===== src/rtl/srfifo_pkg.sv =====
// Package srfifo_pkg
// Bit positions of the control word. Software decodes these, so they are fixed.
package srfifo_pkg;
    localparam int CB_DMA_EN   = 25;
    localparam int CB_RD_EN    = 24;
    localparam int CB_FLUSH    = 16;
    localparam int CB_REALIGN  = 8;
    localparam int CB_UCLR     = 1;
    localparam int SB_UNDERRUN = 31;
endpackage


===== src/rtl/srfifo_ctrl_reg.sv =====
// Module srfifo_ctrl_reg
// Holds the two persistent gates and decodes the three self-clearing commands.
// Assumes a single-cycle write strobe. The command outputs are combinational
// from the strobe, so they act at the same edge that captures the gates.
module srfifo_ctrl_reg
    import srfifo_pkg::*;
(
    input  logic        clk,
    input  logic        rst_n,
    input  logic        we,
    input  logic [31:0] wdata,
    output logic        dma_en,
    output logic        rd_en,
    output logic        cmd_flush,
    output logic        cmd_realign,
    output logic        cmd_uclr,
    output logic [31:0] rdata
);
    // Capture the persistent gate bits.
    always_ff @(posedge clk) begin
        if (!rst_n) begin
            dma_en <= 1'b0;
            rd_en  <= 1'b0;
        end else if (we) begin
            dma_en <= wdata[CB_DMA_EN];
            rd_en  <= wdata[CB_RD_EN];
        end
    end

    // Decode command pulses and build the readback; command bits read as zero.
    always_comb begin
        cmd_flush   = we & wdata[CB_FLUSH];
        cmd_realign = we & wdata[CB_REALIGN];
        cmd_uclr    = we & wdata[CB_UCLR];
        rdata              = '0;
        rdata[CB_DMA_EN]   = dma_en;
        rdata[CB_RD_EN]    = rd_en;
    end
endmodule


===== src/rtl/srfifo_store.sv =====
// Module srfifo_store
// Word storage and write pointer. The pointer carries one extra wrap bit.
// A push is accepted when the raw fill is below DEPTH. Reads are registered;
// an empty pull loads zero. Assumes DEPTH is a power of two.
module srfifo_store #(
    parameter int DW    = 32,
    parameter int DEPTH = 64,
    localparam int AW   = $clog2(DEPTH),
    localparam int PW   = AW + 1
) (
    input  logic          clk,
    input  logic          rst_n,
    input  logic          wr_valid,
    input  logic [DW-1:0] wr_data,
    input  logic [PW-1:0] rptr,
    input  logic          rd_fire,
    input  logic          rd_zero,
    output logic [PW-1:0] wptr,
    output logic          full,
    output logic [DW-1:0] q
);
    logic [DW-1:0] mem [DEPTH];
    logic [PW-1:0] fill;

    // Raw occupancy and full flag.
    always_comb begin
        fill = wptr - rptr;
        full = (fill == PW'(DEPTH));
    end

    // Accept producer words while space remains.
    always_ff @(posedge clk) begin
        if (!rst_n) begin
            wptr <= '0;
        end else if (wr_valid && !full) begin
            wptr <= wptr + 1'b1;
        end
    end

    // Storage array, written without reset.
    always_ff @(posedge clk) begin
        if (wr_valid && !full) begin
            mem[wptr[AW-1:0]] <= wr_data;
        end
    end

    // Registered read port.
    always_ff @(posedge clk) begin
        if (!rst_n) begin
            q <= '0;
        end else if (rd_fire) begin
            q <= mem[rptr[AW-1:0]];
        end else if (rd_zero) begin
            q <= '0;
        end
    end
endmodule


===== src/rtl/srfifo_rd_ctrl.sv =====
// Module srfifo_rd_ctrl
// Read pointer, word-within-sample counter, visible count and sticky
// underrun flag. Command priority: discard, then skip, then pull. A pull
// in a command cycle is ignored. Assumes 1 <= SAMPLE_LEN <= 8.
module srfifo_rd_ctrl #(
    parameter int DEPTH      = 64,
    parameter int SAMPLE_LEN = 4,
    localparam int AW        = $clog2(DEPTH),
    localparam int PW        = AW + 1,
    localparam int SCW       = (SAMPLE_LEN > 1) ? $clog2(SAMPLE_LEN) : 1
) (
    input  logic          clk,
    input  logic          rst_n,
    input  logic [PW-1:0] wptr,
    input  logic          rd_en,
    input  logic          rd_req,
    input  logic          cmd_flush,
    input  logic          cmd_realign,
    input  logic          cmd_uclr,
    output logic [PW-1:0] rptr,
    output logic [PW-1:0] vis_cnt,
    output logic          rd_fire,
    output logic          rd_zero,
    output logic          underrun
);
    logic [SCW-1:0] wsc;
    logic [PW-1:0]  fill;
    logic [PW-1:0]  skip;
    logic           pull_ok;

    // Fill, visible count, skip distance and pull qualification.
    always_comb begin
        fill    = wptr - rptr;
        vis_cnt = rd_en ? fill : '0;
        skip    = PW'(SAMPLE_LEN) - PW'(wsc);
        pull_ok = rd_req && !cmd_flush && !cmd_realign;
        rd_fire = pull_ok && (vis_cnt != '0);
        rd_zero = pull_ok && (vis_cnt == '0);
    end

    // Move the read pointer and the in-sample counter.
    always_ff @(posedge clk) begin
        if (!rst_n) begin
            rptr <= '0;
            wsc  <= '0;
        end else if (cmd_flush) begin
            rptr <= wptr;
            wsc  <= '0;
        end else if (cmd_realign) begin
            if (wsc != '0) begin
                rptr <= (skip >= fill) ? wptr : rptr + skip;
            end
            wsc <= '0;
        end else if (rd_fire) begin
            rptr <= rptr + 1'b1;
            wsc  <= (wsc == SCW'(SAMPLE_LEN - 1)) ? '0 : wsc + 1'b1;
        end
    end

    // Sticky underrun flag; a new empty pull wins over a clear.
    always_ff @(posedge clk) begin
        if (!rst_n) begin
            underrun <= 1'b0;
        end else if (rd_zero) begin
            underrun <= 1'b1;
        end else if (cmd_uclr) begin
            underrun <= 1'b0;
        end
    end
endmodule


===== src/rtl/sensor_fifo_rdch.sv =====
// Module sensor_fifo_rdch
// Sample-aligned readout channel. It joins the control word, the storage and
// the read controller, and forms the DMA request and the status word.
// Assumes a single clock domain for producer, consumer and control.
module sensor_fifo_rdch #(
    parameter int DEPTH      = 64,
    parameter int SAMPLE_LEN = 4,
    localparam int DW        = 32,
    localparam int PW        = $clog2(DEPTH) + 1
) (
    input  logic        clk,
    input  logic        rst_n,
    input  logic        wr_valid,
    input  logic [31:0] wr_data,
    output logic        wr_full,
    input  logic        rd_req,
    output logic [31:0] rd_data,
    input  logic        ctrl_we,
    input  logic [31:0] ctrl_wdata,
    output logic [31:0] ctrl_rdata,
    output logic [31:0] stat_rdata,
    output logic        dma_req
);
    import srfifo_pkg::*;

    logic          dma_en, rd_en, cmd_flush, cmd_realign, cmd_uclr;
    logic [PW-1:0] wptr, rptr, vis_cnt;
    logic          rd_fire, rd_zero, underrun;

    srfifo_ctrl_reg u_ctrl (
        .clk(clk), .rst_n(rst_n), .we(ctrl_we), .wdata(ctrl_wdata),
        .dma_en(dma_en), .rd_en(rd_en), .cmd_flush(cmd_flush),
        .cmd_realign(cmd_realign), .cmd_uclr(cmd_uclr), .rdata(ctrl_rdata)
    );

    srfifo_store #(.DW(DW), .DEPTH(DEPTH)) u_store (
        .clk(clk), .rst_n(rst_n), .wr_valid(wr_valid), .wr_data(wr_data),
        .rptr(rptr), .rd_fire(rd_fire), .rd_zero(rd_zero),
        .wptr(wptr), .full(wr_full), .q(rd_data)
    );

    srfifo_rd_ctrl #(.DEPTH(DEPTH), .SAMPLE_LEN(SAMPLE_LEN)) u_rd (
        .clk(clk), .rst_n(rst_n), .wptr(wptr), .rd_en(rd_en), .rd_req(rd_req),
        .cmd_flush(cmd_flush), .cmd_realign(cmd_realign), .cmd_uclr(cmd_uclr),
        .rptr(rptr), .vis_cnt(vis_cnt), .rd_fire(rd_fire), .rd_zero(rd_zero),
        .underrun(underrun)
    );

    // DMA request and status word.
    always_comb begin
        dma_req                 = dma_en && rd_en && (vis_cnt >= PW'(SAMPLE_LEN));
        stat_rdata              = '0;
        stat_rdata[PW-1:0]      = vis_cnt;
        stat_rdata[SB_UNDERRUN] = underrun;
    end
endmodule


===== config.mk =====
export PLATFORM = sky130hd
export DESIGN_NAME = sensor_fifo_rdch
export DESIGN_NICKNAME = d
export VERILOG_FILES = /design/src/rtl/srfifo_pkg.sv /design/src/rtl/srfifo_ctrl_reg.sv /design/src/rtl/srfifo_store.sv /design/src/rtl/srfifo_rd_ctrl.sv /design/src/rtl/sensor_fifo_rdch.sv
export SDC_FILE = /design/constraint.sdc
export NUM_CORES = 2
export LEC_CHECK = 0
export BUFFER_PORTS_ARGS = -buffer_cell sky130_fd_sc_hd__buf_2
export CORE_MARGIN = 1.5
export CORE_UTILIZATION = 45
export DETAILED_ROUTE_END_ITERATION = 12
export GPL_ROUTABILITY_DRIVEN = 0
export PLACE_DENSITY = 0.62
export SYNTH_ARGS = -nofsm -noshare
export SYNTH_HDL_FRONTEND = slang
export SYNTH_HIERARCHICAL = 1
export SYNTH_SLANG_ARGS = --single-unit

===== constraint.sdc =====
create_clock -name clk -period 5.8 [get_ports clk]
set_clock_uncertainty 0.1 [all_clocks]
set_input_delay 0.29 -clock clk [delete_from_list [all_inputs] [get_ports clk]]
set_output_delay 0.29 -clock clk [all_outputs]
set_load 0.01 [all_outputs]

==> results.cfg <==
[setup_path]
reg2reg_from = u_store/wptr[0]$_SDFFE_PN0P_
worst_ep_arrival_time_ps = 5930
timing_worst_setup_path_type = flop to flop
start_kind = flop
rrSetupSlack_ps = 530
cp-startpoint = u_store/wptr[0]$_SDFFE_PN0P_
crit_path_end_kind = flop
cp_max_fo = 9
r2r-end = u_store/q[11]$_SDFFE_PN0P_
required_ps = 6460
reg2reg_depth = 14

[floorplan]
die-area_um2 = 184000
die_y_um = 429
ioPinCount = 167
core_region_area_um2 = 181000
start_util_pct = 45.3
rows = 156
die_w_um = 429

[timing]
fin_crit_sh_pct = 90.8
max_freq_mhz = 190
grt_setup_unrepaired = no
slew_viol_final = 0
relSlewSlack_pct = 18.6
report.final.setup_viol = 0
hold_viol_final = 0
fin_tns_setup_ps = 0
tightest_slew_ps = 1220
finalCriticalPeriod_ps = 5270

[cells_and_area]
drive_gt1_share_pct = 26.0
layout.cells.non_filler = 6688
areaGrowthSynthToFinish_pct = 13.5
nets = 4235
postLayoutCoreUtil_pct = 51.4
fill_cells = 14000
regArea_um2 = 62500
multiInputGateArea_um2 = 18300

[clock_tree]
numCtsBuffers = 205
cts.sinks = 2099
cts_tree = yes
clk_latency_ps = 850
ctsHtreeMaxLevel = 4
cts.clk_slew.worst_paths_ps = 60
clockBufferDepth = 3
clock-root-buffer = clkbuf_16

[grt]
grt.busiest_layer = met2
grt_use_met3_pct = 4.69
grt_pass1_vias = 40800
gr-usage-all-layers_pct = 24.8
antenna_found_initial = 17
grt_overflow_total = 0
grt_pass1_wl_um = 319000
met1_usage_pct = 34.1
use_met2_pct = 39.7
grt_max_degree = 110

[drt]
wl_um = 228000
drc_errors = 0
routedWlPerCell_um = 34.1
drtIter0Drc = 4946
ant_nets = 0
vias = 41600
viasPerCell = 6.23
drtPass1Iterations = 5

[logic_synthesis]
synth_most_common_cell = edfxtp_1
synth_top_area_share_pct = 75.2
synth_top_cell_by_area = edfxtp_1
synth_edf_count = 2048
synthFlopType = edfxtp_1
synthCells = 3889
synthTopCellsByCount = edfxtp_1, mux4_2, nand2_1, nor2_1, buf_4
ys_warn_count = 6
avgSynthCellArea_um2 = 21.0
syn-cell-area_um2 = 81700
synthArstFlopShare_pct = 0
yosysSeqAreaShare_pct = 76.5
ys_types = 72
synth.area.top_cells = edfxtp_1, mux4_2, dfxtp_1, nand2_1, mux2i_1
ys_seq_elements = 2099

[power]
leakage_nw = 28.9
vdd_drop_max_v = 0.000273
total_power_mw = 32.4
powerDensity_nw_per_um2 = 349

[hold_path]
hold_class = primary input to flop
hold_end = u_rd/rptr[5]$_SDFFE_PN0P_
min_from = ctrl_we
hold_depth = 5

[run_status]
outcome = complete, no violations

[placed_design]
dpl.hpwl_um = 129000
place_inst = 6290
io_buffers = 85

[job]
cap_violations = 0
[flip-flops by register name, summed over array words and instances, names as in the netlist]
register       cells
u_rd/rptr          7
u_store/mem     2048
u_rd/underrun      1
u_ctrl/dma_en      1
u_ctrl/rd_en       1
u_store/wptr       7
u_rd/wsc           2
u_store/q         32
[worst max path at each step]
stage | endpoint | cells past startpoint
2_1_floorplan | u_store/mem[60][0]$_DFFE_PP_ | 13
3_3_place_gp | u_store/q[11]$_SDFFE_PN0P_ | 14
3_5_place_dp | u_store/q[11]$_SDFFE_PN0P_ | 14
4_1_cts | u_store/q[11]$_SDFFE_PN0P_ | 14
5_1_grt | u_store/q[11]$_SDFFE_PN0P_ | 14
6_report | u_store/q[11]$_SDFFE_PN0P_ | 14
[per-layer routing]
layer | share of wire (%) | up-vias
met3 | 8.8 | 427
met2 | 48 | 2171
li1 | - | 16600
met4 | 3.7 | 4
met1 | 39 | 22500
met5 | 0.012 | -
[cells in the final DEF (no fill, tap or decap), types with 16 or more instances in the layout]
master and instances:
edfxtp_1 2048, mux4_2 519, nand2_1 261, clkbuf_16 207, buf_4 98, nor2_1 94
buf_2 85, mux2i_1 81, nor2_4 65, clkbuf_1 62, nand3_1 62, conb_1 54
buf_12 49, dfxtp_1 46, a21oi_1 40, clkinv_2 37, clkinv_1 36, a31oi_1 31
a22oi_1 31, ha_1 22, inv_1 21, o21ai_0 20, o21ai_1 18, o221ai_1 17
a221oi_1 16
[final cells by class]
type / count / area share [%]
Sequential cell: 2099 / 67.4
Multi-Input combinational cell: 1564 / 19.7
Clock inverter: 103 / 1.12
Tap cell: 2370 / 3.20
Antenna cell: 3 / 0.00809
Clock buffer: 277 / 5.95
Inverter: 25 / 0.107
Timing Repair Buffer: 247 / 2.47
[cell families after synthesis]
| group | count (synthesis) | synth area share [%] |
|---|---|---|
| buffers and inverters | 278 | 1.98 |
| multiplexers | 608 | 15.4 |
| flip-flops | 2099 | 76.5 |
| other | 2 | 0.00919 |
| AO/OA/AOI/OAI | 291 | 2.58 |
| adder cells (fa/ha/maj) | 24 | 0.386 |
| XOR/XNOR | 14 | 0.150 |
| AND/OR/NAND/NOR | 573 | 3.01 |
[metrics by stage]
stage / setup WS, ps / hold WS (ps) / area [um2]
5_1_grt: 498 / 56.0 / 92800
3_3_place_gp: 918 / 348 / 86100
3_5_place_dp: 772 / 359 / 86100
6_report: 532 / 60.6 / 92800
4_1_cts: 737 / 2.51 / 92800
2_1_floorplan: 910 / 289 / 81900
[worst max-delay path: stages (launching register included)]
cell	delay [ps]
dfxtp_1	320
buf_4	150
inv_1	50
ha_1	230
fa_1	400
nand2b_1	170
a21oi_2	280
mux2i_4	380
o311ai_1	240
nor3_1	950
nand2_1	580
nor3_1	920
a22o_1	260
a221oi_2	40
nand2_1	100
[power by group]
| group | internal, mW | switching, mW |
|---|---|---|
| clock network | 7.37 | 5.69 |
| registers | 16.8 | 0.0482 |
| logic | 0.962 | 1.55 |
| total | 25.1 | 7.29 |
[what timing repair did]
| action | CTS | global route |
|---|---|---|
| setup buffers | 0 | 0 |
| hold buffers | 15 | 0 |
| gates resized for setup | 0 | 0 |
| endpoints found under the hold margin | 35 | 0 |
No activity file was read; power rests on OpenSTA's default activity.
